`config.mk`:
```
export PLATFORM = sky130hd
export DESIGN_NAME = addr_window_decoder
export DESIGN_NICKNAME = d
export VERILOG_FILES = /design/src/rtl/addr_win_pkg.sv /design/src/rtl/win_regfile.sv /design/src/rtl/win_match.sv /design/src/rtl/win_pick.sv /design/src/rtl/addr_window_decoder.sv
export SDC_FILE = /design/constraint.sdc
export NUM_CORES = 1
export LEC_CHECK = 0
export BUFFER_PORTS_ARGS = -buffer_cell sky130_fd_sc_hd__buf_2
export CORE_UTILIZATION = 35
export CTS_CLUSTER_SIZE = 24
export DETAILED_ROUTE_END_ITERATION = 10
export PLACE_DENSITY = 0.49
export SLEW_MARGIN = 20
export SYNTH_ARGS = -nofsm -noshare
export SYNTH_HDL_FRONTEND = slang
export SYNTH_HIERARCHICAL = 1
export SYNTH_SLANG_ARGS = --single-unit
```
`constraint.sdc`:
```
create_clock -name clk -period 4.07 [get_ports clk]
set_input_delay 0.407 -clock clk [delete_from_list [all_inputs] [get_ports clk]]
set_output_delay 0.407 -clock clk [all_outputs]
set_load 0.01 [all_outputs]
```
`src/rtl/addr_win_pkg.sv`:
```
package addr_win_pkg;
    localparam int DATA_W   = 32;
    localparam int ATTR_W   = 8;
    localparam int SIZE_W   = 8;
    localparam int BASE_W   = 16;
    localparam int EN_BIT   = 0;
    localparam int ATTR_LSB = 8;
    localparam int SIZE_LSB = 16;
    localparam int BASE_LSB = 16;

    typedef struct packed {
        logic              en;
        logic [ATTR_W-1:0] attr;
        logic [SIZE_W-1:0] size;
        logic [BASE_W-1:0] base;
    } win_cfg_t;
endpackage

```
`src/rtl/win_regfile.sv`:
```
module win_regfile
    import addr_win_pkg::*;
#(
    parameter int NUM_WIN = 8,
    parameter int REG_AW  = 8
) (
    input  logic                      clk,
    input  logic                      rst_n,
    input  logic                      reg_wr,
    input  logic [REG_AW-1:0]         reg_addr,
    input  logic [DATA_W-1:0]         reg_wdata,
    output logic [DATA_W-1:0]         reg_rdata,
    output win_cfg_t [NUM_WIN-1:0]    cfg
);
    localparam int SEL_W = REG_AW - 3;

    win_cfg_t [NUM_WIN-1:0] cfg_d, cfg_q;
    logic [SEL_W-1:0]       win_sel;
    logic                   is_base;
    logic                   unused_bits;

    assign win_sel     = reg_addr[REG_AW-1:3];
    assign is_base     = reg_addr[2];
    assign unused_bits = ^{reg_addr[1:0], reg_wdata[31:24], reg_wdata[7:1], reg_wdata[15:0]};

    always_comb begin
        cfg_d = cfg_q;
        for (int i = 0; i < NUM_WIN; i++) begin
            if (reg_wr && (int'(win_sel) == i)) begin
                if (is_base) begin
                    cfg_d[i].base = reg_wdata[BASE_LSB +: BASE_W];
                end else begin
                    cfg_d[i].en   = reg_wdata[EN_BIT];
                    cfg_d[i].attr = reg_wdata[ATTR_LSB +: ATTR_W];
                    cfg_d[i].size = reg_wdata[SIZE_LSB +: SIZE_W];
                end
            end
        end
    end

    always_comb begin
        reg_rdata = '0;
        for (int i = 0; i < NUM_WIN; i++) begin
            if (int'(win_sel) == i) begin
                if (is_base) begin
                    reg_rdata[BASE_LSB +: BASE_W] = cfg_q[i].base;
                end else begin
                    reg_rdata[EN_BIT]               = cfg_q[i].en;
                    reg_rdata[ATTR_LSB +: ATTR_W]   = cfg_q[i].attr;
                    reg_rdata[SIZE_LSB +: SIZE_W]   = cfg_q[i].size;
                end
            end
        end
    end

    always_ff @(posedge clk or negedge rst_n) begin
        if (!rst_n) begin
            cfg_q <= '0;
        end else begin
            cfg_q <= cfg_d;
        end
    end

    assign cfg = cfg_q;

    AST_RESET_DISABLED: assert property (@(posedge clk)
        $rose(rst_n) |-> (cfg_q == '0));
endmodule

```
`src/rtl/win_match.sv`:
```
module win_match
    import addr_win_pkg::*;
#(
    parameter int NUM_WIN = 8
) (
    input  win_cfg_t [NUM_WIN-1:0] cfg,
    input  logic [BASE_W-1:0]      addr_hi,
    output logic [NUM_WIN-1:0]     hit_vec
);
    for (genvar g = 0; g < NUM_WIN; g++) begin : g_win
        logic [BASE_W-1:0] care;
        assign care       = ~{{(BASE_W-SIZE_W){1'b0}}, cfg[g].size};
        assign hit_vec[g] = cfg[g].en && (((addr_hi ^ cfg[g].base) & care) == '0);
    end
endmodule

```
`src/rtl/win_pick.sv`:
```
module win_pick #(
    parameter int NUM_WIN = 8,
    localparam int IDX_W  = $clog2(NUM_WIN)
) (
    input  logic [NUM_WIN-1:0] hit_vec,
    output logic               any,
    output logic               multi,
    output logic [IDX_W-1:0]   idx
);
    always_comb begin
        idx = '0;
        for (int i = NUM_WIN - 1; i >= 0; i--) begin
            if (hit_vec[i]) idx = IDX_W'(i);
        end
    end

    assign any   = |hit_vec;
    assign multi = |(hit_vec & (hit_vec - NUM_WIN'(1)));
endmodule

```
`src/rtl/addr_window_decoder.sv`:
```
module addr_window_decoder
    import addr_win_pkg::*;
#(
    parameter int NUM_WIN  = 8,
    parameter int REG_AW   = 8,
    localparam int IDX_W   = $clog2(NUM_WIN)
) (
    input  logic              clk,
    input  logic              rst_n,
    input  logic              reg_wr,
    input  logic [REG_AW-1:0] reg_addr,
    input  logic [31:0]       reg_wdata,
    output logic [31:0]       reg_rdata,
    input  logic              dec_valid,
    input  logic [31:0]       dec_addr,
    output logic              res_valid,
    output logic              res_hit,
    output logic              res_miss,
    output logic              res_multi,
    output logic [IDX_W-1:0]  res_idx,
    output logic [ATTR_W-1:0] res_attr
);
    typedef struct packed {
        logic              valid;
        logic              hit;
        logic              miss;
        logic              multi;
        logic [IDX_W-1:0]  idx;
        logic [ATTR_W-1:0] attr;
    } result_t;

    win_cfg_t [NUM_WIN-1:0] cfg;
    logic [NUM_WIN-1:0]     hit_vec;
    logic                   pick_any;
    logic                   pick_multi;
    logic [IDX_W-1:0]       pick_idx;
    result_t                res_d, res_q;
    logic                   unused_addr;

    assign unused_addr = ^dec_addr[15:0];

    win_regfile #(.NUM_WIN(NUM_WIN), .REG_AW(REG_AW)) u_regs (
        .clk       (clk),
        .rst_n     (rst_n),
        .reg_wr    (reg_wr),
        .reg_addr  (reg_addr),
        .reg_wdata (reg_wdata),
        .reg_rdata (reg_rdata),
        .cfg       (cfg)
    );

    win_match #(.NUM_WIN(NUM_WIN)) u_match (
        .cfg     (cfg),
        .addr_hi (dec_addr[31:16]),
        .hit_vec (hit_vec)
    );

    win_pick #(.NUM_WIN(NUM_WIN)) u_pick (
        .hit_vec (hit_vec),
        .any     (pick_any),
        .multi   (pick_multi),
        .idx     (pick_idx)
    );

    always_comb begin
        res_d       = '0;
        res_d.valid = dec_valid;
        if (dec_valid) begin
            res_d.hit   = pick_any;
            res_d.miss  = !pick_any;
            res_d.multi = pick_multi;
            if (pick_any) begin
                res_d.idx  = pick_idx;
                res_d.attr = cfg[pick_idx].attr;
            end
        end
    end

    always_ff @(posedge clk or negedge rst_n) begin
        if (!rst_n) begin
            res_q <= '0;
        end else begin
            res_q <= res_d;
        end
    end

    assign res_valid = res_q.valid;
    assign res_hit   = res_q.hit;
    assign res_miss  = res_q.miss;
    assign res_multi = res_q.multi;
    assign res_idx   = res_q.idx;
    assign res_attr  = res_q.attr;

    AST_PICK_IS_MATCH: assert property (@(posedge clk) disable iff (!rst_n)
        pick_any |-> hit_vec[pick_idx]);
    AST_PICK_LOWEST: assert property (@(posedge clk) disable iff (!rst_n)
        pick_any |-> ((hit_vec & ((NUM_WIN'(1) << pick_idx) - NUM_WIN'(1))) == '0));
    AST_PICK_ENABLED: assert property (@(posedge clk) disable iff (!rst_n)
        pick_any |-> cfg[pick_idx].en);
    AST_MULTI_IMPLIES_HIT: assert property (@(posedge clk) disable iff (!rst_n)
        res_multi |-> res_hit);
    AST_IDLE_QUIET: assert property (@(posedge clk) disable iff (!rst_n)
        !res_valid |-> !(res_hit || res_miss || res_multi));
    AST_RESULT_TIMING: assert property (@(posedge clk) disable iff (!rst_n)
        dec_valid |=> res_valid);
endmodule

```
# After elaboration in Yosys (flattened, before gate mapping)
# Index checks and enable logic that the tools add are counted.
dict set report totals {
  reg_bits 279
  input_bits 76
  output_inout_bits 47
  word_cells 177
}
dict set report op_classes {
  addsub 1
  magnitude_cmp 1
  n_eq_ne 7
  n_mux 60
  bitwise_logic 26
  n_reduce_logical 44
}
# cell count
set op_table {}
lappend op_table {{2-to-1 mux 24 bit} 8}
lappend op_table {{2-to-1 mux 8 bit} 24}
lappend op_table {{AND 16 bit} 8}
lappend op_table {{zero test 16 bit} 8}
lappend op_table {{inverter 8 -> 16 bit} 8}
lappend op_table {{XOR 16 bit} 8}
lappend op_table {{binary-select mux 33 bit (select 3 bit)} 1}
lappend op_table {{2-to-1 mux 32 bit} 1}
lappend op_table {{AND reduction 2 bit} 16}
lappend op_table {{2-to-1 mux 3 bit} 8}
lappend op_table {{equality test 5 x 4 -> 1 bit, second input constant} 4}
lappend op_table {{logical AND 1 bit} 16}
lappend op_table {{2-to-1 mux 1 bit} 16}
lappend op_table {{OR reduction 8 bit} 2}
lappend op_table {{2-to-1 mux 14 bit} 1}
lappend op_table {{2-to-1 mux 11 bit} 1}
lappend op_table {{equality test 5 x 3 -> 1 bit, second input constant} 2}
lappend op_table {{AND 8 bit} 1}
lappend op_table {{subtractor 8 x 1 -> 8 bit, second input constant} 1}
lappend op_table {{equality test 5 x 2 -> 1 bit, second input constant} 1}
lappend op_table {{zero test 5 bit} 1}
lappend op_table {{< comparator 3 x 4 -> 1 bit, second input constant} 1}
lappend op_table {{zero test 1 bit} 1}
lappend op_table {{inverter 1 bit} 1}

# Depth between registers and ports, before layout
# Gate-level depths: netlist of run 1.
dict set report depth {
  word_depth 16
  mapped_depth 14
  mapped_depth_nobuf 11
}

# Modules after synthesis
# The synthesis of run 1 kept the hierarchy.
# module instances cells_each area_per_inst_um2
set by_module_without_submodules {}
lappend by_module_without_submodules {win_regfile 1 983 12821.0}
lappend by_module_without_submodules {win_match 1 216 1716.6}
lappend by_module_without_submodules {addr_window_decoder 1 89 1002.2}
lappend by_module_without_submodules {win_pick 1 22 147.6}

# Least setup slack after synthesis of run 1
# No wires, ideal clock.
dict set report synth_path {
  kind {input to register}
  from {input dec_addr[16]}
  to {register res_q, in the netlist res_attr[7]}
  setup_ps 120
  t_arrival_ps 2831
  required_time_ps 3950
  path_slack_ps 1120
  stages 13
  path_buffers 2
  cell_sequence {buf_6 > xnor2_1 > o22ai_1 > or4_1 > nor3_2 > nor2_1 > nor3_1 > nor3_1 > nor3_1 > and2_1 > clkbuf_1 > a22oi_1 > and3_1}
}
# element line
set synth_rtl {}
lappend synth_rtl {{start, declared} addr_window_decoder.sv:15} ;# input logic [31:0] dec_addr,
lappend synth_rtl {{end signal, assigned} addr_window_decoder.sv:83} ;# res_q <= res_d;
lappend synth_rtl {{end, declared} addr_window_decoder.sv:37} ;# result_t res_d, res_q;

# Worst setup path in the final report of run 1
dict set report layout_path {
  from {input reg_addr[3]}
  to {output reg_rdata[12]}
}
dict set report layout_via {
  elab_chain_len 16
}
# element line
set layout_lines {}
lappend layout_lines {{start, declared} addr_window_decoder.sv:11} ;# input logic [REG_AW-1:0] reg_addr,
lappend layout_lines {{zero test 5 bit} win_regfile.sv:44} ;# if (int'(win_sel) == i) begin
lappend layout_lines {{2-to-1 mux 24 bit} win_regfile.sv:44}
lappend layout_lines {{2-to-1 mux 8 bit} win_regfile.sv:45} ;# if (is_base) begin
lappend layout_lines {{2-to-1 mux 24 bit} win_regfile.sv:44}
lappend layout_lines {{2-to-1 mux 8 bit} win_regfile.sv:45}
lappend layout_lines {{2-to-1 mux 24 bit} win_regfile.sv:44}
lappend layout_lines {{2-to-1 mux 8 bit} win_regfile.sv:45}
lappend layout_lines {{2-to-1 mux 24 bit} win_regfile.sv:44}
lappend layout_lines {{2-to-1 mux 8 bit} win_regfile.sv:45}
lappend layout_lines {{2-to-1 mux 24 bit} win_regfile.sv:44}
lappend layout_lines {{2-to-1 mux 8 bit} win_regfile.sv:45}
lappend layout_lines {{2-to-1 mux 24 bit} win_regfile.sv:44}
lappend layout_lines {{2-to-1 mux 8 bit} win_regfile.sv:45}
lappend layout_lines {{2-to-1 mux 24 bit} win_regfile.sv:44}
lappend layout_lines {{2-to-1 mux 8 bit} win_regfile.sv:45}
lappend layout_lines {{2-to-1 mux 24 bit (*)} win_regfile.sv:44}
lappend layout_lines {{end, declared} addr_window_decoder.sv:13} ;# output logic [31:0] reg_rdata,
# Every way passes the cells marked *; elsewhere a longest branch is shown, timed or not.

==> metrics.md, run 1 <==
| Metric | Value |
|---|---|
| Outcome | `complete, no violations` |
| DR vias/cell | `5.61` |
| Yosys warns | `6` |
| Starting utilization of the core area | `0.355` |
| Diode count | `0` |
| Worst-case headroom to the max-slew limit | `0.446` |
| Non-filler cells, final | `1,999` |
| CP Data Required Time | `~3700 ps` |
| Clock Power Share | `0.398` |
| Sequential-to-total area share from yosys stat | `0.445` |
| Post-CTS setup buffers | `0` |
| Final net count | `1,458` |
| Hold Path End | `u_regs/cfg[222]$_DFFE_PN0P_` |
| Crit-path max FO | `28` |
| I/O pin total | `123` |
| Cell area after synthesis | `0.0157 mm²` |
| Seq cells post-synth | `around 280` |
| Ranking of synthesized cells by area | `dfrtp_1 45%, mux2_2 17%, xnor2_1 5.4%` |
| Leak | `0.00793 µW` |
| Vias in the first global route | `11,401` |
| Clock skew | `36.0 ps` |
| Hold Path Stages | `2` |
| Dpl cells | `1,934` |
| RSZ-0062 raised after global routing | `false` |
| Largest net degree at the start of global routing | `just over 100` |
| 1st-iter DRT viols | `727` |
| Sequential share of power | `0.449` |
| Reg clk slew, reported paths | `50 ps` |
| Crit path cell chain | `buf_2 > nand2b_1 > o22ai_1 > or4_1 > a31oi_1 > buf_2` |
| Layout area overhead | `13.4%` |
| Internal Power | `5520 µW` |
| Final hold vios | `0` |
| Critical Path Max Stage Delay | `640 ps` |
| Die Ht | `214 µm` |
| Reg2reg end | `res_attr[0]$_DFF_PN0_` |
| HP Start | `reg_wdata[8]` |
| Num rows | `77` |
| Switch share | `0.279` |
| Fillers | `4,310` |
| Final Critical Period | `3220 ps` |
| # port buffers | `90` |
| Final TNS setup | `0 ps` |
| Cell mode on critical path | `buf_2` |
| Slowest CP cell | `nand2b_1` |
| Worst EP arrival | `~2800 ps` |
| EDFF count, synth | `0` |
| Critical path's top delay family | `simple AND/OR/NAND/NOR gates` |
| Syn avg cell area | `around 12 µm²` |
| Area of the multi-input gates | `roughly 0.008 mm²` |
| Crit Reg-Reg Startpoint | `u_regs/cfg[231]$_DFFE_PN0P_` |
| Final WL | `49,300 µm` |
| Placer Congestion | `between 0.8 and 0.9` |
| Vias | `11,212` |
| Setup crit end kind | `primary output` |
| Setup CP Type | `in -> out` |
| WP buf/inv | `2` |
| Worst IR drop on VDD | `0.224 mV` |
| All-layer global routing usage | `0.221` |
| Cell Pwr Density | `430 mW/mm²` |
| Routed Antenna Nets | `0` |
| Worst-margin pin slew | `832 ps` |
| Grt ovf | `0` |
| Clk root buf | `clkbuf_16` |
| Longest Clk Path Bufs | `3` |
| Period utilisation layout | `0.791` |
| Htree depth | `2` |
| DPL Wire Length | `33,100 µm` |
| Top FF cell, synth | `dfrtp_1` |
| CTS resizes | `0` |
| Die area | `approximately 0.046 mm²` |
| Post-layout util | `0.402` |
| Post-synthesis instance total | `1,310` |
| CP Launch Type | `primary input` |
| Share of layout cells above drive strength 1 | `0.350` |
| Drt pass-1 iters | `5` |
| Maximum clock frequency | `310 MHz` |
| DRC Markers | `0` |
| Final setup fails | `0` |
| Final Max Tran Viols | `0` |
| Core area | `about 0.044 mm²` |
| Synth cell types | `68` |
| Sw power | `between 2000 and 2500 µW` |
| Worst reg2reg path depth | `12` |
| Die W | `214 µm` |
| First-pass GRT wire length | `74,400 µm` |
| Hold Crit Class | `in -> reg` |
| FF+latch area | `about 0.007 mm²` |
| CTS tree | `built` |
| Cell taking the most area after synthesis | `dfrtp_1` |
| Wire length per cell | `24.7 µm` |
| Maxcap violations | `0` |
| Antenna violations before repair | `1` |
| Area share of the largest cell type after synthesis | `0.445` |
| R2r setup slk | `870 ps` |
| Post-synth ARST share | `1.00` |
| Power share of the combinational group | `0.154` |
| Inserted Clock Buffers | `36` |
| Clock Sink Count | `279` |
| Clock latency on the worst-skew pair | `about 560 ps` |
[synth_stat cells, types with 30 or more instances]
| cell | n |
|---|---|
| clkbuf_1 | 34 |
| nand3_1 | 66 |
| nor3_1 | 33 |
| a31oi_1 | 31 |
| buf_2 | 34 |
| o22ai_1 | 40 |
| xnor2_1 | 96 |
| dfrtp_1 | 279 |
| xor2_1 | 32 |
| mux2i_1 | 66 |
| mux2_2 | 237 |
| mux2_4 | 30 |
[cells by family (layout without fill, tap and decap cells)]
kind of cell,after synthesis,in the layout,synth area share
DFF,279,279,0.445
muxes,340,340,0.249
AOI/OAI and AO/OA,181,181,0.0827
adders and majority gates,1,1,0.000638
and+or+nand+nor,261,261,0.104
xor gates and xnor gates,128,128,0.0715
other,1,7,0.000239
buffers and inverters,119,210,0.0467
[how the worst max path moves through the flow]
stage / cells past startpoint / to / slack (ps) / start
floorplan: 13 / res_attr[7]$_DFF_PN0_ / 1120 / dec_addr[16]
global placement: 13 / res_attr[3]$_DFF_PN0_ / 490 / dec_addr[16]
detailed placement: 13 / res_attr[4]$_DFF_PN0_ / 510 / dec_addr[16]
CTS: 6 / reg_rdata[12] / 790 / reg_addr[3]
global route: 12 / res_attr[0]$_DFF_PN0_ / 650 / u_regs/cfg[132]$_DFFE_PN0P_
finish: 6 / reg_rdata[12] / 850 / reg_addr[3]
[flip-flops by register name (all words and copies together), names as in the netlist]
name        cells
u_regs/cfg    264
res_attr        8
res_idx         3
res_hit         1
res_miss        1
res_multi       1
res_valid       1
[final cells by class]
type | count | area share
clock buffer | 56 | 0.0594
clock inverter | 7 | 0.00303
inverter | 12 | 0.00253
multi-input combinational | 918 | 0.451
sequential | 279 | 0.393
tap | 592 | 0.0417
timing repair buffer | 135 | 0.0501
[metrics by stage]
step | area, µm² | hold slack (ps) | total power, µW | setup slack [ps]
global placement | 16700 | 509 | 4630 | 490
finish | 17800 | 206 | 7650 | 849
global route | 17800 | 209 | 8000 | 650
floorplan | 15700 | 111 | 4240 | 1120
CTS | 17800 | 180 | 7740 | 792
detailed placement | 16700 | 514 | 4660 | 513
[what timing repair did]
action,CTS,global route
endpoints found under the setup margin,0,0
endpoints found under the hold margin,94,0
hold buffers,2,0
[layer usage]
metal / vias up / track usage / wire length (µm)
li1: 5016 / - / -
met1: 5802 / 0.309 / 22700
met2: 303 / 0.347 / 22700
met3: 89 / 0.0271 / 2080
met4: 2 / 0.0924 / 1790
met5: - / 0 / 17
[worst register-to-register path, cell delays in order (launching register included)]
cell      delay, ps
dfrtp_1         400
xnor2_1         170
o22ai_1         110
or4_1           660
nor3_2          370
nand2b_1         90
a21oi_1         150
o21bai_1        110
a21oi_4         200
buf_12          260
mux2i_1         270
a22oi_1         110
and3_1          170
[placed cells by master (no fill, tap or decap), drive strengths merged, types with 8 or more instances in the layout]
master and instances:
a2111oi 11, a21oi 21, a221oi 11, a22oi 16
a31oi 31, a32o 8, and3 19, buf 133
clkbuf 56, dfrtp 279, inv 14, mux2 270
mux2i 66, nand2 19, nand2b 14, nand3 66
nor2 18, nor2b 15, nor3 49, nor4 9
o2111ai 10, o21ai 12, o22ai 40, or4 23
xnor2 96, xor2 32
[power groups by stage]
stage | logic, µW | clock network, µW | registers, µW
6_report | 1180 | 3040 | 3430
5_1_grt | 1280 | 3230 | 3480
4_1_cts | 1180 | 3130 | 3430
3_5_place_dp | 1180 | 0 | 3480
3_3_place_gp | 1160 | 0 | 3470
2_1_floorplan | 855 | 0 | 3390
No activity file was read; power rests on OpenSTA's default activity.
==> run 2: changes to the inputs <==
- clock period: 4.07 -> 3.3 ns (I/O delays scaled with it)
==> run 2 against run 1 <==
Against the previous run:
- clock power rose by 28%
- design area is 2.7% higher
- largest cell class unchanged
- wire length rose by 2.7%
- critical path depth rose by 8
- clock-buffer cell count shrank 2
- non-clock buffer count grew 47
- combinational power rose by 26%
- utilization rose by 1.1 points
- critical path type is now reg -> reg
==> metrics.md, run 2 (same netlist as run 1, synthesis figures left out) <==
| Metric | Value |
|---|---|
| Num rows | `77 (unchanged)` |
| Die area | `0.0457 mm² (unchanged)` |
| I/O pin total | `123 (unchanged)` |
| Vias | `11,422 (+1.9%)` |
| Fillers | `4,253 (-1.3%)` |
| Largest net degree at the start of global routing | `77 (-25%)` |
| Clock latency on the worst-skew pair | `560 ps (about the same)` |
| Final WL | `50,600 µm (+2.7%)` |
| DR vias/cell | `5.58 (-0.47%)` |
| FF+latch area | `0.00698 mm² (unchanged)` |
| Crit Reg-Reg Startpoint | `u_regs/cfg[198]$_DFFE_PN0P_` |
| Worst EP arrival | `3580 ps (+770 ps)` |
| Period utilisation layout | `0.950` |
| Die Ht | `214 µm (unchanged)` |
| DRC Markers | `0 (unchanged)` |
| CP Data Required Time | `3750 ps (+90 ps)` |
| First-pass GRT wire length | `75,900 µm (+2.1%)` |
| Vias in the first global route | `11,526 (+1.1%)` |
| Final net count | `1,505 (+3.2%)` |
| Crit path cell chain | `xnor2_1 > o22ai_1 > or4_1 > nor3_2 > buf_4 > nand2b_1 > a21oi_1 > o21bai_1 > a21oi_4 > buf_12 > clkbuf_16 > mux2i_1 > a22oi_1 > and3_1` |
| Starting utilization of the core area | `0.355 (unchanged)` |
| Die W | `214 µm (unchanged)` |
| Final setup fails | `0 (unchanged)` |
| Clk root buf | `clkbuf_16` |
| # port buffers | `90 (unchanged)` |
| Area of the multi-input gates | `0.00803 mm² (+0.17%)` |
| Layout area overhead | `16.4%` |
| Antenna violations before repair | `2 (+1)` |
| Reg clk slew, reported paths | `60 ps (about the same)` |
| Commonest non-fill, non-tap cells in the layout | `279 x dfrtp_1, 237 x mux2_2, 96 x xnor2_1` |
| Inserted Clock Buffers | `36 (unchanged)` |
| R2r setup slk | `170 ps (-700 ps)` |
| Placer Congestion | `0.879 (+5.2%)` |
| Htree depth | `2 (unchanged)` |
| Worst-case headroom to the max-slew limit | `0.384 (-0.0617)` |
| Hold Crit Class | `in -> reg` |
| Hold Path End | `u_regs/cfg[224]$_DFFE_PN0P_` |
| Crit-path max FO | `10 (-64%)` |
| Design Power | `9620 µW (+26%)` |
| Drt pass-1 iters | `5 (unchanged)` |
| Routed Antenna Nets | `0 (unchanged)` |
| Slowest CP cell | `or4_1` |
| Worst-margin pin slew | `917 ps (+85.5 ps)` |
| Setup CP Type | `reg -> reg` |
| Worst reg2reg path depth | `14 (+2)` |
| HP Start | `reg_wdata[10]` |
| Reg2reg end | `res_attr[7]$_DFF_PN0_` |
| Maximum clock frequency | `about 320 MHz` |
| All-layer global routing usage | `0.227 (+0.00541)` |
| Core area | `0.0442 mm² (unchanged)` |
| Max reg flops | `264 (unchanged)` |
| Worst IR drop on VDD | `0.400 mV (+78%)` |
| Maxcap violations | `0 (unchanged)` |
| Critical Path Max Stage Delay | `680 ps (+40 ps)` |
| Diode count | `0 (unchanged)` |
| DPL Wire Length | `35,100 µm (+5.8%)` |
| Dpl cells | `1,979 (+2.3%)` |
| Final Max Tran Viols | `0 (unchanged)` |
| Cell Pwr Density | `527 mW/mm² (+22%)` |
| Final hold vios | `0 (unchanged)` |
| Wire length per cell | `24.7 µm (+0.34%)` |
| Setup crit end kind | `flop` |
| 1st-iter DRT viols | `837 (+15%)` |
| Leak | `0.00822 µW (+3.7%)` |
| Final Critical Period | `3130 ps` |
| Non-filler cells, final | `2,046 (+2.4%)` |
| Outcome | `complete, no violations` |
| CTS tree | `built` |
| Hold Path Stages | `2 (unchanged)` |
| Grt ovf | `0 (unchanged)` |
| Commonest non-fill, non-tap cell in the layout | `dfrtp_1` |
| RSZ-0062 raised after global routing | `false` |
| Clock Sink Count | `279 (unchanged)` |
| Longest Clk Path Bufs | `3 (unchanged)` |
| Clock skew | `26.6 ps (-9.35 ps)` |
| CP Launch Type | `flop` |
| Share of layout cells above drive strength 1 | `0.373 (+0.0224)` |
-- run 2: critical path, delay by kind of cell, from the launching register on --
family	cells	cell delay [ps]
AO/OA/AOI/OAI	5	570
XOR/XNOR	1	160
buffers and inverters	3	470
flip-flops	1	400
multiplexers	1	180
AND/OR/NAND/NOR	4	1230
-- run 2: cell type report --
| type | instances | share of cell area |
|---|---|---|
| clock buffer | 54 | 0.0576 |
| clock inverter | 9 | 0.00617 |
| inverter | 12 | 0.00247 |
| multi-input combinational | 918 | 0.440 |
| sequential | 279 | 0.382 |
| tap | 592 | 0.0406 |
| timing repair buffer | 182 | 0.0711 |
-- run 2: where the power goes --
part	total (µW)	switching [µW]	internal (µW)
logic	1490	725	767
registers	4250	390	3860
clock network	3880	1530	2360
-- run 2: worst max-delay path by stage --
stage / slack, ps / endpoint / cells after the start / from
global route: 40 / res_attr[0]$_DFF_PN0_ / 14 / u_regs/cfg[198]$_DFFE_PN0P_
floorplan: 430 / res_attr[7]$_DFF_PN0_ / 13 / dec_addr[16]
finish: 170 / res_attr[7]$_DFF_PN0_ / 14 / u_regs/cfg[198]$_DFFE_PN0P_
detailed placement: -250 / res_attr[1]$_DFF_PN0_ / 10 / dec_addr[16]
CTS: 120 / res_attr[3]$_DFF_PN0_ / 12 / u_regs/cfg[231]$_DFFE_PN0P_
global placement: -250 / res_attr[4]$_DFF_PN0_ / 10 / dec_addr[16]
-- run 2: metrics by stage --
| stage | instance area [µm²] | hold WS, ps | util | setup TNS, ps | setup slack, ps |
|---|---|---|---|---|---|
| 6_report | 18300 | 124 | 0.413 | 0 | 166 |
| 5_1_grt | 18300 | 117 | 0.413 | 0 | 36.7 |
| 4_1_cts | 18200 | 92.5 | 0.412 | 0 | 121 |
| 3_5_place_dp | 17000 | 317 | 0.385 | -1960 | -254 |
| 3_3_place_gp | 17000 | 314 | 0.385 | -1930 | -251 |
| 2_1_floorplan | 15700 | 34.4 | - | 0 | 427 |
-- run 2: repair_timing --
action,in CTS,in global routing
endpoints found under the setup margin,8,5
hold endpoints to repair,65,0
gates cloned,0,1
pin swaps,0,1
buffers inserted,0,1
gates resized for setup,1,2
hold buffers,2,0
-- run 2: layer usage --
layer,vias to the layer above,routed length [µm],track usage
met5,-,25,0
met4,4,1420,0.0714
met3,93,2580,0.0372
met2,314,23700,0.359
met1,5909,22900,0.316
li1,5102,-,-
